**config.mk**
```make
export PLATFORM = sky130hd
export DESIGN_NAME = chg_gate_mod
export DESIGN_NICKNAME = d
export VERILOG_FILES = /design/src/rtl/chg_gate_pkg.sv /design/src/rtl/chg_gate_mode.sv /design/src/rtl/chg_gate_hyst.sv /design/src/rtl/chg_gate_win.sv /design/src/rtl/chg_gate_mod.sv
export SDC_FILE = /design/constraint.sdc
export NUM_CORES = 1
export LEC_CHECK = 0
export BUFFER_PORTS_ARGS = -buffer_cell sky130_fd_sc_hd__buf_2
export CORE_MARGIN = 2
export CORE_UTILIZATION = 45
export CTS_CLUSTER_DIAMETER = 200
export DETAILED_ROUTE_END_ITERATION = 16
export PLACE_DENSITY_LB_ADDON = 0.1
export SLEW_MARGIN = 5
export SYNTH_ARGS = -nofsm -noshare
export SYNTH_HDL_FRONTEND = slang
export SYNTH_SLANG_ARGS = --single-unit
```
**constraint.sdc**
```tcl
create_clock -name clk -period 3.4 [get_ports clk]
set_clock_uncertainty 0.15 [all_clocks]
set_input_delay 0.17 -clock clk [delete_from_list [all_inputs] [get_ports clk]]
set_output_delay 0.17 -clock clk [all_outputs]
set_load 0.1 [all_outputs]
```
**src/rtl/chg_gate_pkg.sv**
```systemverilog
package chg_gate_pkg;

    // phase codes from the charge sequencer
    localparam logic [2:0] PH_OFF    = 3'd0;
    localparam logic [2:0] PH_PEND   = 3'd1;
    localparam logic [2:0] PH_FAST   = 3'd2;
    localparam logic [2:0] PH_TOPOFF = 3'd3;
    localparam logic [2:0] PH_MAINT  = 3'd4;

    // three-level mode codes; any other code reads as float
    localparam logic [1:0] TM_LOW  = 2'b00;
    localparam logic [1:0] TM_HIGH = 2'b10;

    typedef enum logic [2:0] {
        S_IDLE,
        S_FAST,
        S_TOP_ON,
        S_TOP_OFF,
        S_TRK_ON,
        S_TRK_WAIT
    } win_state_e;

endpackage

```
**src/rtl/chg_gate_mode.sv**
```systemverilog
module chg_gate_mode
    import chg_gate_pkg::*;
(
    input  logic [1:0] tm_a,
    input  logic [1:0] tm_b,
    output logic       top_en,
    output logic       trk_en,
    output logic       trk_long
);

    always_comb begin
        top_en   = (tm_b == TM_HIGH);
        trk_en   = !((tm_a == TM_LOW) && (tm_b == TM_LOW));
        // slower trickle when top-off also delivers charge
        trk_long = top_en;
    end

endmodule

```
**src/rtl/chg_gate_hyst.sv**
```systemverilog
module chg_gate_hyst #(
    parameter int HOLD_CYC = 4
) (
    input  logic clk,
    input  logic rst_n,
    input  logic sense_lo,
    input  logic sense_hi,
    output logic hys_on
);

    localparam int HW = $clog2(HOLD_CYC + 1);

    logic [HW-1:0] hold_q;
    logic          on_q;
    logic          want;

    always_comb begin
        if (sense_hi)      want = 1'b0;
        else if (sense_lo) want = 1'b1;
        else               want = on_q;
    end

    always_ff @(posedge clk or negedge rst_n) begin
        if (!rst_n) begin
            on_q   <= 1'b0;
            hold_q <= '0;
        end else if (hold_q != '0) begin
            hold_q <= hold_q - HW'(1);
        end else if (want != on_q) begin
            on_q   <= want;
            hold_q <= HW'(HOLD_CYC - 1);
        end
    end

    assign hys_on = on_q;

endmodule

```
**src/rtl/chg_gate_win.sv**
```systemverilog
module chg_gate_win
    import chg_gate_pkg::*;
#(
    parameter int PULSE_TICKS   = 2,
    parameter int TOP_ON_TICKS  = 4,
    parameter int TOP_OFF_TICKS = 30
) (
    input  logic       clk,
    input  logic       rst_n,
    input  logic [2:0] phase,
    input  logic       tick,
    input  logic       top_en,
    input  logic       trk_en,
    input  logic       trk_long,
    output logic       win_on
);

    localparam int TRK_LONG_PER  = 64 * PULSE_TICKS;
    localparam int TRK_SHORT_PER = 32 * PULSE_TICKS;
    localparam int MAX_A  = (TOP_ON_TICKS > TOP_OFF_TICKS) ? TOP_ON_TICKS : TOP_OFF_TICKS;
    localparam int MAXLEN = (MAX_A > TRK_LONG_PER) ? MAX_A : TRK_LONG_PER;
    localparam int CW     = $clog2(MAXLEN + 1);

    win_state_e    st_q, st_n, target;
    logic [CW-1:0] cnt_q, cnt_n;
    logic [CW-1:0] wait_last;
    logic          same_kind;

    always_comb begin
        unique case (phase)
            PH_FAST:           target = S_FAST;
            PH_TOPOFF:         target = top_en ? S_TOP_ON : S_IDLE;
            PH_PEND, PH_MAINT: target = trk_en ? S_TRK_ON : S_IDLE;
            default:           target = S_IDLE;
        endcase
        same_kind = (st_q == target)
                 || (target == S_TOP_ON && st_q == S_TOP_OFF)
                 || (target == S_TRK_ON && st_q == S_TRK_WAIT);
        wait_last = trk_long ? CW'(TRK_LONG_PER - PULSE_TICKS - 1)
                             : CW'(TRK_SHORT_PER - PULSE_TICKS - 1);
    end

    always_comb begin
        st_n  = st_q;
        cnt_n = cnt_q;
        if (!same_kind) begin
            st_n  = target;
            cnt_n = '0;
        end else if (tick) begin
            unique case (st_q)
                S_TOP_ON: begin
                    if (cnt_q >= CW'(TOP_ON_TICKS - 1)) begin st_n = S_TOP_OFF; cnt_n = '0; end
                    else cnt_n = cnt_q + CW'(1);
                end
                S_TOP_OFF: begin
                    if (cnt_q >= CW'(TOP_OFF_TICKS - 1)) begin st_n = S_TOP_ON; cnt_n = '0; end
                    else cnt_n = cnt_q + CW'(1);
                end
                S_TRK_ON: begin
                    if (cnt_q >= CW'(PULSE_TICKS - 1)) begin st_n = S_TRK_WAIT; cnt_n = '0; end
                    else cnt_n = cnt_q + CW'(1);
                end
                S_TRK_WAIT: begin
                    if (cnt_q >= wait_last) begin st_n = S_TRK_ON; cnt_n = '0; end
                    else cnt_n = cnt_q + CW'(1);
                end
                default: begin
                    st_n  = st_q;
                    cnt_n = '0;
                end
            endcase
        end
    end

    always_ff @(posedge clk or negedge rst_n) begin
        if (!rst_n) begin
            st_q  <= S_IDLE;
            cnt_q <= '0;
        end else begin
            st_q  <= st_n;
            cnt_q <= cnt_n;
        end
    end

    assign win_on = (st_q == S_FAST) || (st_q == S_TOP_ON) || (st_q == S_TRK_ON);

endmodule

```
**src/rtl/chg_gate_mod.sv**
```systemverilog
module chg_gate_mod #(
    parameter int PULSE_TICKS   = 2,
    parameter int TOP_ON_TICKS  = 4,
    parameter int TOP_OFF_TICKS = 30,
    parameter int HOLD_CYC      = 4
) (
    input  logic       clk,
    input  logic       rst_n,
    input  logic [2:0] phase,
    input  logic [1:0] tm_a,
    input  logic [1:0] tm_b,
    input  logic       ext_reg,
    input  logic       sense_lo,
    input  logic       sense_hi,
    input  logic       tick,
    output logic       gate_en
);

    logic top_en, trk_en, trk_long;
    logic win_on, hys_on;
    logic gate_q;

    chg_gate_mode mode_i (
        .tm_a    (tm_a),
        .tm_b    (tm_b),
        .top_en  (top_en),
        .trk_en  (trk_en),
        .trk_long(trk_long)
    );

    chg_gate_hyst #(.HOLD_CYC(HOLD_CYC)) hyst_i (
        .clk     (clk),
        .rst_n   (rst_n),
        .sense_lo(sense_lo),
        .sense_hi(sense_hi),
        .hys_on  (hys_on)
    );

    chg_gate_win #(
        .PULSE_TICKS  (PULSE_TICKS),
        .TOP_ON_TICKS (TOP_ON_TICKS),
        .TOP_OFF_TICKS(TOP_OFF_TICKS)
    ) win_i (
        .clk     (clk),
        .rst_n   (rst_n),
        .phase   (phase),
        .tick    (tick),
        .top_en  (top_en),
        .trk_en  (trk_en),
        .trk_long(trk_long),
        .win_on  (win_on)
    );

    // output register: glitch-free drive of the switch
    always_ff @(posedge clk or negedge rst_n) begin
        if (!rst_n) gate_q <= 1'b0;
        else        gate_q <= win_on & (ext_reg | hys_on);
    end

    assign gate_en = gate_q;

endmodule

```
* Word level (Yosys, flattened, before mapping) *
Cells that the tools add are included.

storage, ports and cells
  flip-flop bits (word level) = 16
  bits in latches = 0
  bits in writable memories = 0
  memory bits (read-only) = 0
  input bits = 13
  output and inout port bits = 1
  memories = 0

operators by class
  $add $sub $neg = 2
  multiply operators = 0
  div/mod/pow operators = 0
  order comparisons = 4
  equality and inequality tests = 20
  shift-type cells = 0
  muxes and demuxes = 22
  bitwise logic cells = 3
  reductions and logical operators = 14

operators by type and width
  cell                   count
  $mux W8                6
  $pmux W8 S4            1
  $mux W3                9
  $eq A3 B2 Y1 const B   5
  $eq A3 B3 Y1 const B   4
  $ne A3 B3 Y1 const B   4
  $pmux W3 S4            1
  $pmux W3 S3            1
  $add A8 B1 Y8 const B  1
  $ge A8 B1 Y1 const B   1
  $ge A8 B2 Y1 const B   1
  $ge A8 B5 Y1 const B   1
  $ge A8 B8 Y1           1
  $mux W7                1
  $eq A3 B1 Y1 const B   2
  $reduce_and A6 Y1      1
  $ne A5 B5 Y1 const B   1
  $logic_not A2 Y1       2
  $logic_or A1 B1 Y1     4
  $eq A3 B3 Y1           1
  $logic_and A1 B1 Y1    3
  $reduce_bool A3 Y1     1
  $sub A3 B1 Y3 const B  1
  $eq A2 B2 Y1 const B   1
  10 further kinds       11

* Depth between registers and ports, before layout *
  depth after elaboration = 10
  gate-level depth with buffers = 9
  depth with buffers taken out = 8

* Cells and area by module *
From an unflattened synthesis, not the netlist that was laid out.

unflattened totals
  cell total of the unflattened synthesis = 112
  area, all modules = 1139.8 um^2

by module, submodules not included
  module         instances  cells each  area each (um^2)  seq. area each (um^2)
  chg_gate_win   1          84          843.3             275.3
  chg_gate_hyst  1          23          242.7             100.1
  chg_gate_mod   1          2           32.5              25.0
  chg_gate_mode  1          3           21.3              0.0

* Worst setup path before layout *
OpenSTA, ideal clock, no wires.

  kind = flip-flop to flip-flop
  start point = register win_i.cnt_q[0]
  end point = register win_i.cnt_q[1]
  setup time = 0.134 ns
  arrival = 1.775 ns
  slack = 1.341 ns
  stages on the path, launching flop included = 10
  path buffers = 1
  period minus slack after synthesis = 2.059 ns
  path through = dfrtp_1 > inv_1 > ha_1 > nor2b_1 > o311a_1 > nor3_2 > a21oi_2 > buf_6 > a2bb2oi_2 > nor2_1

on the way
  longest elaborated chain between the ends = 5
  elaborated cells on any way between the ends = 12
  those cells by class = 1 x add/sub; 4 x order compare; 7 x mux

RTL lines
  what                                   line                RTL
  start, declared                        chg_gate_win.sv:25  logic [CW-1:0] cnt_q, cnt_n;
  start signal, assigned                 chg_gate_win.sv:81  cnt_q <= cnt_n;
  $add A8 B1 Y8 (tied with other cells)  n/a
  $mux W8, on equally long branches      n/a
  $pmux W8 S4 (*)                        chg_gate_win.sv:50  unique case (st_q)
  $mux W8 (*)                            chg_gate_win.sv:49  end else if (tick) begin
  $mux W8 (*)                            chg_gate_win.sv:46  if (!same_kind) begin

Mark *: on every way between the ends. The rest lies on a longest branch, timed or not. The select of a mux whose other input is x is not followed.
A chain may end at the register's enable or synchronous reset.

* Final worst setup path *
  start point = register win_i.cnt_q[0]
  end point = register win_i.cnt_q[3]

The elaborated chain is that of the path after synthesis.

==> results.json <==
{
  "status": "finished clean",
  "fin_area_um2": 1321,
  "die_h_um": 55.40,
  "htreeDepth": 1,
  "syn-cell-area_um2": 1189,
  "postCtsHoldBufs": 3,
  "crit_arrival_ns": 2.26,
  "cts_tree": "built",
  "post_cts_resized": 0,
  "period_needed_ns": 2.256,
  "rows": 18,
  "root_buffer": "clkbuf_4",
  "setup_viol": 0,
  "critPathRequiredTime_ns": 3.40,
  "tns_ns": 0,
  "synth.distinct_cells": 44,
  "antenna_cells": 0,
  "vias": 988,
  "p_per_area_nw_per_um2": 521.2,
  "place_area_um2": 1255,
  "rsz0062_at_grt": "no",
  "grt_use_total_pct": 16.80,
  "crit_slowest_cell": "dfrtp_1",
  "grt_pass1_vias": 968,
  "antenna_found_initial": 0,
  "slowest_delay_ns": 0.43,
  "grt_max_degree": 17,
  "drc": 0,
  "die_x_um": 55.40,
  "fillers": 226,
  "slew_headroom_pct": 66.69,
  "finalCritPeriodShare_pct": 66.36,
  "clock-sinks": 16,
  "clk_path_buf_depth": 2,
  "min-delay-path-class": "input port to flop",
  "ant_nets": 0,
  "cap_viol_max_count": 0,
  "ioPinCount": 14,
  "drt_first_iter_violations": 21,
  "path_cells": "inv_1 > ha_1 > nor2b_1 > o311a_1 > nor3_2 > a21oi_2 > a21oi_1 > a21oi_1",
  "grt_first_pass_wirelength_mm": 4.153,
  "floorplan.initialDensity_pct": 47.55,
  "tightest_slew_ns": 0.4997,
  "ys_warn_count": 0,
  "synth_seq_cells": 16,
  "clkTransAtPathRegs_ns": 0.10,
  "critPathBufInv": 1,
  "synth_fp_nets": 155,
  "final_net_count": 171,
  "cp-start-kind": "flop",
  "p_leak_uw": 0.0005832,
  "slew_viol_final": 0,
  "synthCells": 135,
  "wl_per_cell_um": 13.00,
  "regArea_um2": 400.4,
  "cp_common_cell": "a21oi_1",
  "gp_congestion": 0.7764,
  "hold_slack_ns": 0.002103,
  "ir_worst_vdd_v": 0.0003360,
  "wl_mm": 2.340,
  "worst_setup_path_end_kind": "flop",
  "drive_gt1_share_pct": 16.67,
  "cp_top_family": "compound AO/OA/AOI/OAI gates",
  "hold_violations": 0,
  "worst-path-max-fanout": 11,
  "place_hpwl_mm": 1.820,
  "clk_latency_ns": 0.29,
  "firstDrtPassIters": 4,
  "dieArea_um2": 3069,
  "via_per_inst": 5.489,
  "cts_made_buffers": 3,
  "avgSynthCellArea_um2": 8.805,
  "path_class": "flop to flop",
  "numPortBuffers": 13,
  "clock.fmax_mhz": 443.2,
  "post_cts_buffers": 0,
  "synth-seq-area-share_pct": 33.68,
  "core_area_um2": 2500,
  "syn2layout_area_growth_pct": 11.16,
  "grt.overflow.total": 0,
  "multiInputGateArea_um2": 706.9
}
[layout by cell type (no fill, tap or decap), types with 4 or more instances in the layout]
cell type,n
a21oi_1,8
buf_2,13
dfrtp_1,16
ha_1,7
inv_1,12
nand2_1,10
nand2b_1,7
nand3_1,8
nor2_1,9
nor2b_1,4
o21ai_0,4
[cell type report]
type / count / area share, %
multi-input combinational: 102 / 53.50
inverter: 12 / 3.409
tap: 30 / 2.841
timing repair buffer: 16 / 7.197
clock buffer: 4 / 2.746
sequential: 16 / 30.30
[registers in the layout (all words and copies together) (netlist names)]
| name | cells |
|---|---|
| hyst_i.hys_on | 1 |
| win_i.cnt_q | 8 |
| gate_en | 1 |
| hyst_i.hold_q | 3 |
| win_i.st_q | 3 |
[metal layers]
layer	up-vias	global-route usage [%]	part of all wire, %
met4	0	6.272	1.5
met2	20	28.23	47
met3	4	2.342	3.3
met5	-	0	0
met1	451	21.83	48
li1	513	-	-
[kinds of logic (layout without fill, tap and decap cells)]
group           Yosys count  after routing  share of synthesized area [%]
mux                       3              3                          2.526
xor+xnor                  5              5                          3.685
buf+inv                  17             32                          6.841
flops                    16             16                          33.68
fa+ha+maj                 7              7                          7.368
simple gates             55             55                          26.63
compound gates           32             32                          19.26
[per-stage QoR]
stage | utilization (%) | setup slack (ns) | power, µW | cells
2_1_floorplan | - | 1.341 | 518.4 | 135
3_3_place_gp | 50.20 | 1.247 | 557.9 | 173
3_5_place_dp | 50.20 | 1.148 | 569.3 | 173
4_1_cts | 52.85 | 1.138 | 698.7 | 180
5_1_grt | 52.85 | 0.9737 | 750.2 | 180
6_report | 52.85 | 1.144 | 688.6 | 180
[power by group]
group | switching, µW | internal (µW)
clock | 61.0 | 65.1
combinational | 168 | 122
sequential | 45.5 | 226
total | 275 | 414
[cell usage after synthesis (all sizes together)]
library cell  number  area share [%]
dfrtp             16              34
inv               12             3.8
nand2             10             3.2
a21oi              9             4.1
nor2               9             2.8
nand3              8             3.4
ha                 7             7.4
nand2b             7             3.7
o21ai              6             2.5
nor3               5             2.9
buf                4             2.7
nor2b              4             2.1
a31oi              3             1.6
mux2i              3             2.5
nor4               3             2.1
xor2               3             2.2
a22oi              2             1.3
nor3b              2             1.7
o311a              2             1.7
xnor2              2             1.5
a211oi             1            0.63
a2bb2oi            1             1.3
and3               1            0.53
and4               1            0.74
and4bb             1             1.1
clkbuf             1            0.32
nand3b             1            0.63
nand4              1            0.53
nand4b             1            0.74
o2111a             1            0.95
o211ai             1             1.1
o21a               1            0.63
o21bai             1            0.63
o221a              1            0.95
o221ai             1            0.74
o22ai              1            0.53
o31a               1            0.74
or3                1            0.53
[final timing paths]
kind / from / to / slack, ns / cells past startpoint
min reg2reg: hyst_i.hold_q[0]$_DFFE_PN0P_ / hyst_i.hold_q[0]$_DFFE_PN0P_ / 0.32 / 1
min: ext_reg / gate_en$_DFF_PN0_ / 0.002 / 2
max reg2reg: win_i.cnt_q[0]$_DFFE_PN0P_ / win_i.cnt_q[3]$_DFFE_PN0P_ / 1.14 / 8
max in group asynchronous: rst_n / win_i.cnt_q[0]$_DFFE_PN0P_ / 2.67 / 2
max: win_i.cnt_q[0]$_DFFE_PN0P_ / win_i.cnt_q[3]$_DFFE_PN0P_ / 1.14 / 8
min in group asynchronous: rst_n / gate_en$_DFF_PN0_ / 0.17 / 2
Power figures use the tool's default switching activity.
